==> config.mk <==
export PLATFORM = sky130hd
export DESIGN_NAME = cas_latency_sched
export DESIGN_NICKNAME = d
export VERILOG_FILES = /design/src/rtl/cas_sched_pkg.sv /design/src/rtl/cas_cfg_reg.sv /design/src/rtl/cas_trcd_chk.sv /design/src/rtl/cas_lat_pipe.sv /design/src/rtl/cas_burst_win.sv /design/src/rtl/cas_latency_sched.sv
export SDC_FILE = /design/constraint.sdc
export NUM_CORES = 1
export LEC_CHECK = 0
export ABC_AREA = 1
export CORE_AREA = 10 10 84 86
export DETAILED_ROUTE_END_ITERATION = 10
export DIE_AREA = 0 0 94 96
export DONT_BUFFER_PORTS = 1
export SYNTH_ARGS = -nofsm -noshare
export SYNTH_HDL_FRONTEND = slang
export SYNTH_HIERARCHICAL = 1
export SYNTH_SLANG_ARGS = --single-unit
==> constraint.sdc <==
create_clock -name clk -period 3.4 [get_ports clk]
set_clock_uncertainty 0.1 [all_clocks]
set_input_delay 0.68 -clock clk [delete_from_list [all_inputs] [get_ports clk]]
set_output_delay 0.68 -clock clk [all_outputs]
set_load 0.03 [all_outputs]
==> src/rtl/cas_sched_pkg.sv <==
package cas_sched_pkg;
  localparam int AL_MAX = 4;
  localparam int CL_MIN = 3;
  localparam int CL_MAX = 5;
  localparam int LAT_MAX = AL_MAX + CL_MAX;

  typedef struct packed {
    logic [2:0] al;
    logic [2:0] cl;
  } lat_cfg_t;
endpackage

==> src/rtl/cas_cfg_reg.sv <==
module cas_cfg_reg
  import cas_sched_pkg::*;
#(
  parameter int EMR_W  = 16,
  parameter int AL_LSB = 3
) (
  input  logic             clk,
  input  logic             rst_n,
  input  logic             load,
  input  logic [EMR_W-1:0] mode,
  input  logic [2:0]       cas,
  output lat_cfg_t         cfg,
  output logic             err
);
  logic [2:0] al_code;
  logic       legal;
  lat_cfg_t   cfg_q, cfg_n;
  logic       err_q, err_n;

  always_comb begin
    al_code = mode[AL_LSB +: 3];
    legal   = (al_code <= 3'(AL_MAX)) && (cas >= 3'(CL_MIN)) && (cas <= 3'(CL_MAX));
    cfg_n   = cfg_q;
    err_n   = !legal;
    if (legal) begin
      cfg_n.al = al_code;
      cfg_n.cl = cas;
    end
  end

  always_ff @(posedge clk or negedge rst_n) begin
    if (!rst_n) begin
      cfg_q <= '{al: 3'd0, cl: 3'(CL_MIN)};
      err_q <= 1'b0;
    end else if (load) begin
      cfg_q <= cfg_n;
      err_q <= err_n;
    end
  end

  assign cfg = cfg_q;
  assign err = err_q;
endmodule

==> src/rtl/cas_trcd_chk.sv <==
module cas_trcd_chk #(
  parameter int TRCD  = 4,
  parameter int LAT_W = 4,
  localparam int RC_W = $clog2(TRCD + 1)
) (
  input  logic             clk,
  input  logic             rst_n,
  input  logic             act,
  input  logic             col,
  input  logic [LAT_W-1:0] al,
  output logic             viol
);
  logic [RC_W-1:0] rem_q, rem_n, rem_eff;
  logic            viol_q, viol_n;

  always_comb begin
    rem_eff = act ? RC_W'(TRCD) : rem_q;
    viol_n  = col && (32'(rem_eff) > 32'(al));
    if (act)             rem_n = RC_W'(TRCD - 1);
    else if (rem_q != 0) rem_n = rem_q - RC_W'(1);
    else                 rem_n = '0;
  end

  always_ff @(posedge clk or negedge rst_n) begin
    if (!rst_n) begin
      rem_q  <= '0;
      viol_q <= 1'b0;
    end else begin
      rem_q  <= rem_n;
      viol_q <= viol_n;
    end
  end

  assign viol = viol_q;
endmodule

==> src/rtl/cas_lat_pipe.sv <==
module cas_lat_pipe #(
  parameter int DEPTH = 9,
  parameter int LAT_W = 4
) (
  input  logic             clk,
  input  logic             rst_n,
  input  logic             din,
  input  logic [LAT_W-1:0] al,
  input  logic [LAT_W-1:0] lat,
  output logic             issue,
  output logic             start
);
  logic [DEPTH-1:0] sr_q, sr_n;

  always_comb begin
    sr_n  = {sr_q[DEPTH-2:0], din};
    issue = (al == '0) ? din : sr_q[al - LAT_W'(1)];
    start = (lat == '0) ? 1'b0 : sr_q[lat - LAT_W'(1)];
  end

  always_ff @(posedge clk or negedge rst_n) begin
    if (!rst_n) sr_q <= '0;
    else        sr_q <= sr_n;
  end
endmodule

==> src/rtl/cas_burst_win.sv <==
module cas_burst_win #(
  parameter int BEATS  = 2,
  parameter int BEAT_W = 1
) (
  input  logic              clk,
  input  logic              rst_n,
  input  logic              start,
  output logic              valid,
  output logic [BEAT_W-1:0] beat
);
  logic              act_q, act_n;
  logic [BEAT_W-1:0] beat_q, beat_n, cur;

  always_comb begin
    cur    = start ? '0 : beat_q;
    valid  = start | act_q;
    beat   = valid ? cur : '0;
    act_n  = 1'b0;
    beat_n = '0;
    if (valid && (cur != BEAT_W'(BEATS - 1))) begin
      act_n  = 1'b1;
      beat_n = cur + BEAT_W'(1);
    end
  end

  always_ff @(posedge clk or negedge rst_n) begin
    if (!rst_n) begin
      act_q  <= 1'b0;
      beat_q <= '0;
    end else begin
      act_q  <= act_n;
      beat_q <= beat_n;
    end
  end
endmodule

==> src/rtl/cas_latency_sched.sv <==
module cas_latency_sched
  import cas_sched_pkg::*;
#(
  parameter int EMR_W     = 16,
  parameter int AL_LSB    = 3,
  parameter int BURST_LEN = 4,
  parameter int TRCD      = 4,
  localparam int BEATS    = BURST_LEN / 2,
  localparam int BEAT_W   = (BEATS > 1) ? $clog2(BEATS) : 1
) (
  input  logic              clk,
  input  logic              rst_n,
  input  logic              cfg_load,
  input  logic [EMR_W-1:0]  cfg_mode,
  input  logic [2:0]        cfg_cas,
  input  logic              cmd_act,
  input  logic              cmd_rd,
  input  logic              cmd_wr,
  output logic              cfg_err,
  output logic              issue_rd,
  output logic              issue_wr,
  output logic              rd_valid,
  output logic [BEAT_W-1:0] rd_beat,
  output logic              wr_en,
  output logic [BEAT_W-1:0] wr_beat,
  output logic              trcd_viol
);
  localparam int DEPTH = LAT_MAX;
  localparam int LAT_W = $clog2(DEPTH + 1);

  lat_cfg_t         cfg;
  logic [LAT_W-1:0] al, rl, wl;
  logic             wr_take, rd_start, wr_start;

  always_comb begin
    al      = LAT_W'(cfg.al);
    rl      = al + LAT_W'(cfg.cl);
    wl      = rl - LAT_W'(1);
    wr_take = cmd_wr & ~cmd_rd;
  end

  cas_cfg_reg #(.EMR_W(EMR_W), .AL_LSB(AL_LSB)) u_cfg (
    .clk(clk), .rst_n(rst_n), .load(cfg_load), .mode(cfg_mode), .cas(cfg_cas),
    .cfg(cfg), .err(cfg_err)
  );

  cas_trcd_chk #(.TRCD(TRCD), .LAT_W(LAT_W)) u_trcd (
    .clk(clk), .rst_n(rst_n), .act(cmd_act), .col(cmd_rd | cmd_wr), .al(al),
    .viol(trcd_viol)
  );

  cas_lat_pipe #(.DEPTH(DEPTH), .LAT_W(LAT_W)) u_rd_pipe (
    .clk(clk), .rst_n(rst_n), .din(cmd_rd), .al(al), .lat(rl),
    .issue(issue_rd), .start(rd_start)
  );

  cas_lat_pipe #(.DEPTH(DEPTH), .LAT_W(LAT_W)) u_wr_pipe (
    .clk(clk), .rst_n(rst_n), .din(wr_take), .al(al), .lat(wl),
    .issue(issue_wr), .start(wr_start)
  );

  cas_burst_win #(.BEATS(BEATS), .BEAT_W(BEAT_W)) u_rd_win (
    .clk(clk), .rst_n(rst_n), .start(rd_start), .valid(rd_valid), .beat(rd_beat)
  );

  cas_burst_win #(.BEATS(BEATS), .BEAT_W(BEAT_W)) u_wr_win (
    .clk(clk), .rst_n(rst_n), .start(wr_start), .valid(wr_en), .beat(wr_beat)
  );
endmodule

=== Word-level counts from Yosys, hierarchy flattened ===
Index checks and enable logic that the tools add are counted.

* Flip-flop bits (word level): 33
* Output and inout bits: 8
* Word-level logic and storage cells: 66

* Add/sub/neg operators: 7
* Order comparisons: 7
* Multiplexer cells: 23
* Bitwise logic cells: 7
* Reductions and logical operators: 11

{| class="wikitable"
|+ Operators with widths
! kind !! number
|-
| $bmux 1 s4 || 4
|-
| $mux 1 || 16
|-
| $lt 4x5->1 const B || 3
|-
| $logic_not 4->1 || 3
|-
| $mux 3 || 3
|-
| $sub 4x1->4 const B || 2
|-
| $le 3x3->1 const B || 2
|-
| $logic_and 1x1->1 || 5
|-
| $add 3x3->4 || 1
|-
| $sub 3x1->4 const B || 1
|-
| $ge 3x2->1 const B || 1
|-
| $gt 3x3->1 || 1
|-
| $not 1->1 || 3
|-
| $or 1x1->1 || 3
|-
| $reduce_bool 3->1 || 1
|-
| $sub 3x1->3 const B || 1
|-
| $add 1x1->1 const B || 2
|-
| $reduce_and 2->1 || 1
|-
| $and 1x1->1 || 1
|-
| $logic_not 1->1 || 1
|}

=== Longest topological paths before layout ===
* Depth in word-level cells: 10
* Depth in mapped cells: 15

=== Hierarchy ===
Netlist, hierarchy kept.

{| class="wikitable"
|+ By module, submodules not included
! module !! times used !! cells each !! area an instance (sq um) !! sequential area each (sq um)
|-
| cas_lat_pipe || 2 || 83 || 633.1 || 225.2
|-
| cas_cfg_reg || 1 || 35 || 345.3 || 177.7
|-
| cas_trcd_chk || 1 || 30 || 239.0 || 100.1
|-
| cas_latency_sched || 1 || 32 || 190.2 || 0.0
|-
| cas_burst_win || 2 || 6 || 43.8 || 25.0
|}

=== Least setup slack after synthesis ===
Ideal clock, no wire load.

* Path kind: flip-flop to output port
* Start point: reg u_cfg.cfg_q (netlist bit u_cfg/cfg[3])
* End point: out wr_beat
* Arrival: 2.783 ns
* Required time: 2.620 ns
* Path slack: -0.163 ns
* Cell stages (with the launch flop): 14
* Buffers on the path: 0
* Cells stage by stage: dfrtp_1 ha_1 fa_1 inv_1 ha_1 inv_1 inv_1 ha_1 inv_1 nand3_1 nand3_2 nand3_2 a21oi_2 nor2_1

* Word-level cells in the longest chain between the ends: 8

{| class="wikitable"
|+ RTL lines
! item !! line !! source
|-
| start, declared || cas_cfg_reg.sv:17 || <nowiki>lat_cfg_t cfg_q, cfg_n;</nowiki>
|-
| start signal, assigned || cas_cfg_reg.sv:33 || <nowiki>cfg_q <= '{al: 3'd0, cl: 3'(CL_MIN)};</nowiki>
|-
| start signal, assigned || cas_cfg_reg.sv:36 || <nowiki>cfg_q <= cfg_n;</nowiki>
|-
| $add 3x3->4 (*) || cas_latency_sched.sv:37 || <nowiki>rl = al + LAT_W'(cfg.cl);</nowiki>
|-
| via rl[1] || cas_latency_sched.sv:32 || <nowiki>logic [LAT_W-1:0] al, rl, wl;</nowiki>
|-
| $sub 4x1->4 (*) || cas_latency_sched.sv:38 || <nowiki>wl = rl - LAT_W'(1);</nowiki>
|-
| via wl[1] || cas_latency_sched.sv:32 ||
|-
| $sub 4x1->4 || cas_lat_pipe.sv:18 || <nowiki>start = (lat == '0) ? 1'b0 : sr_q[lat - LAT_W'(1)];</nowiki>
|-
| $bmux 1 s4 || cas_lat_pipe.sv:18 ||
|-
| $mux 1 (not written as such) || cas_lat_pipe.sv:18 ||
|-
| $mux 1 (*) || cas_lat_pipe.sv:18 ||
|-
| via wr_start || cas_latency_sched.sv:33 || <nowiki>logic wr_take, rd_start, wr_start;</nowiki>
|-
| $mux 1 / $or 1x1->1 (equally long branches) || cas_burst_win.sv:15, cas_burst_win.sv:16 ||
|-
| $mux 1 (*) || cas_burst_win.sv:17 || <nowiki>beat = valid ? cur : '0;</nowiki>
|-
| end, declared || cas_latency_sched.sv:25 || <nowiki>output logic [BEAT_W-1:0] wr_beat,</nowiki>
|}

Mark *: on every way through the listed nets, which the timed path passes. The rest lies on a longest branch. The select of a mux whose other input is x is not followed.

=== Final worst setup path ===
* Start point: reg u_cfg.cfg_q (netlist bit u_cfg/cfg[0])
* End point: out wr_beat

The elaborated chain is that of the path after synthesis.

==> summary.txt <==
Outcome
  – Status: finished, violations left
  – Violated checks: negative setup slack

Timing
  – Period utilization: 102.2%
  – Pins Over Slew Limit: 0
  – FMAX: 287.9 MHz
  – RSZ-0062 raised after global routing: yes
  – Min Tclk post-route: 3474 ps
  – PnR worst setup slack: -73.96 ps
  – Final Hold Vio Count: 0
  – Setup violations, final: 2

Die
  – Number of I/O pins: 33
  – Core box area: 5405 um^2
  – DIE HEIGHT: 96 um
  – Starting density of the core: 39.37%
  – DIE AREA: 9024 um^2
  – Die width: 94 um
  – Rows: 27

Critical path
  – Max incr delay on CP: 560 ps
  – CP Buf/Inv Count: 5
  – Critical path required time: 2620 ps
  – Startpoint types: register
  – Setup Crit Path Kind: reg2out
  – Critical path's top delay family: adder cells
  – CP Capture Type: output port
  – CP max-delay cell: dfstp_2
  – CP Max Fanout: 3
  – CP Data Arrival Time: 2690 ps
  – Cell Chain, Critical Path: ha_4 -> fa_1 -> inv_2 -> ha_4 -> inv_4 -> inv_4 -> ha_4 -> inv_4 -> nand3_2 -> nand3_2 -> nand3_2 -> a21oi_4 -> nor2_2 -> buf_6

Synth
  – Gate Count Post-Synth: 275
  – Syn avg cell area: 7.739 um^2
  – Synth Register Bits: 31
  – Yosys warning total: 6
  – Post-Syn Area: 2128 um^2
  – Async S/R FF share, synth: 100.0%
  – Post-synthesis sequential area ratio: 36.57%
  – EDFF count, synth: 0
  – Distinct cells, synth: 28
  – Most used DFF post-synth: dfrtp_1

Route
  – DRC: 0
  – DR pass1 iterations: 4
  – Met3 WL post-DR: 270 um
  – Met1 wire length: 1895 um
  – Antenna Violating Nets Remaining: 0
  – DR top layer: met4
  – Avg WL per Cell: 11.26 um
  – Via density: 4.531
  – DR vias: 1690
  – Met2 routed wirelength: 1990 um
  – Number of DRC markers in iteration 0: 94
  – Post-Route WL: 4200 um

Place
  – Pre-CTS setup slack: -24.11 ps
  – Port buffer count: 0
  – GPL Wtd Cong: 0.8029
  – Post-DP HPWL: 3111 um
  – Placed cell area: 2330 um^2

Clock tree
  – Clock Root Buffer: clkbuf_8
  – Clock latency on the worst-skew pair: 280 ps
  – CTS H-tree depth: 2
  – CTS tree: yes
  – Worst-path clk slew: 60 ps
  – Clock sinks: 31
  – Longest Clk Path Bufs: 2
  – CTS Buf Count: 5

Global route
  – Total track usage: 10.10%
  – First-pass GRT wire length: 7417 um
  – Largest net degree at the start of global routing: 30
  – Vias in the first global route: 1662
  – Overflow after GRT: 0
  – Initial antenna violation count: 0

Pwr
  – Worst IR drop on VDD: 0.4729 mV
  – Leak pwr: 0.001327 uW
  – Power Density: 844.6 nW/um^2

Layout
  – Ant. Diodes: 0
  – Area Growth Syn to Fin: 22.22%
  – Final net count: 341
  – Layout cells sized above 1: 26.58%
  – Fillcell total: 543
  – Finished layout cell area: 2601 um^2

Job
  – Max cap viols: 0

Worst hold path
  – Min-delay worst type: in2async
-- report_power, final --
part | internal, uW | total, uW | switching, uW
registers | 417 | 448 | 31.3
logic | 585 | 1430 | 848
clock network | 185 | 317 | 132
-- state kept, by name (all words and copies together), names as in the netlist --
signal / count
u_wr_win/act_q: 1
u_cfg/err: 1
u_wr_pipe/sr_q: 9
u_rd_win/act_q: 1
u_rd_pipe/sr_q: 9
u_trcd/rem_q: 3
u_cfg/cfg: 6
u_trcd/viol: 1
-- cells in the mapped netlist (3+ instances only) --
cell,instances,area [um^2]
a21oi_2,4,35.03
dfrtp_1,29,725.7
ha_1,15,187.7
inv_1,52,195.2
inv_2,6,22.52
nand2_1,74,277.8
nand2_2,3,18.77
nand3_1,28,140.1
nand3_2,12,120.1
nand4_1,9,56.30
nor2_1,11,41.29
nor3_1,3,15.01
o21a_1,3,22.52
xnor2_1,4,35.03
xor2_1,5,43.79
-- cell type report --
| type | count | area [um^2] | share of cell area (%) |
|---|---|---|---|
| tap | 72 | 90.09 | 3.463 |
| clock buffer | 8 | 100.1 | 3.848 |
| timing repair buffer | 14 | 121.4 | 4.666 |
| inverter | 58 | 225.2 | 8.658 |
| sequential | 31 | 779.5 | 29.97 |
| multi-input combinational | 190 | 1285 | 49.40 |
-- per-stage QoR --
step           hold WS [ps]  utilization [%]  setup TNS [ps]  instances  total power [uW]
6_report              120.2            48.13          -130.2        373              2197
5_1_grt               116.2            48.13          -598.1        373              2397
4_1_cts               118.7            46.92          -203.2        372              2085
3_5_place_dp          259.2            43.10          -44.57        362              1604
3_3_place_gp          257.2            43.10          -2.805        362              1593
2_1_floorplan         253.7                -               0        281              1393
-- timing repair --
item	in CTS	in global routing
buffers inserted	1	1
hold buffers	1	0
resized for setup	17	12
endpoints found under the hold margin	29	0
setup endpoints to repair	4	4
pin swaps	7	8
-- worst reg2reg max path, cell delays in order, from the launching register on --
cell and delay, ps:
dfstp_2 560, ha_4 130, fa_1 430, inv_2 80
ha_4 200, inv_4 60, inv_4 40, ha_4 250
inv_4 70, nand3_2 80, nand3_2 60, nand3_2 80
a21oi_4 190
-- worst paths after layout --
path,start,slack (ps),to,cells past startpoint
max in group asynchronous,rst_n,2900,u_cfg/cfg[3],1
min in group clk,u_wr_pipe/sr_q[1],270,u_wr_pipe/sr_q[2],0
worst max register to register,u_cfg/cfg[0],980,u_wr_win/act_q,12
worst min register to register,u_wr_pipe/sr_q[1],270,u_wr_pipe/sr_q[2],0
worst max-delay path,u_cfg/cfg[0],-70,wr_beat,14
worst min-delay path,rst_n,120,u_rd_pipe/sr_q[5],1
-- metal layers --
metal	GRT usage, %	vias up
met5	0	-
met4	3.038	0
met3	3.346	5
met2	16.71	32
li1	-	902
met1	12.21	751
-- kinds of logic after synthesis --
| family | Yosys count | synth area share, % |
|---|---|---|
| AOI/OAI and AO/OA | 10 | 4.468 |
| xor gates and xnor gates | 9 | 3.703 |
| adders and majority gates | 16 | 9.759 |
| buffers and inverters | 60 | 10.58 |
| DFF | 31 | 36.57 |
| other | 1 | 0.1762 |
| and+or+nand+nor | 148 | 34.74 |
-- layout by cell type, fill, tap and decap left out, types with 3 or more instances in the layout --
master	instances
nor2_1	9
buf_4	12
clkbuf_8	7
inv_1	46
nand2_4	3
nand3_1	24
inv_2	9
nor2_2	3
a21oi_4	3
o21a_1	3
ha_4	4
ha_1	11
nand3_2	16
dfrtp_1	28
xnor2_1	3
conb_1	7
xor2_1	4
nand2_1	71
nand4_1	9
inv_4	3
nand2_2	4
Note: power is estimated with default switching activity, not from simulation.
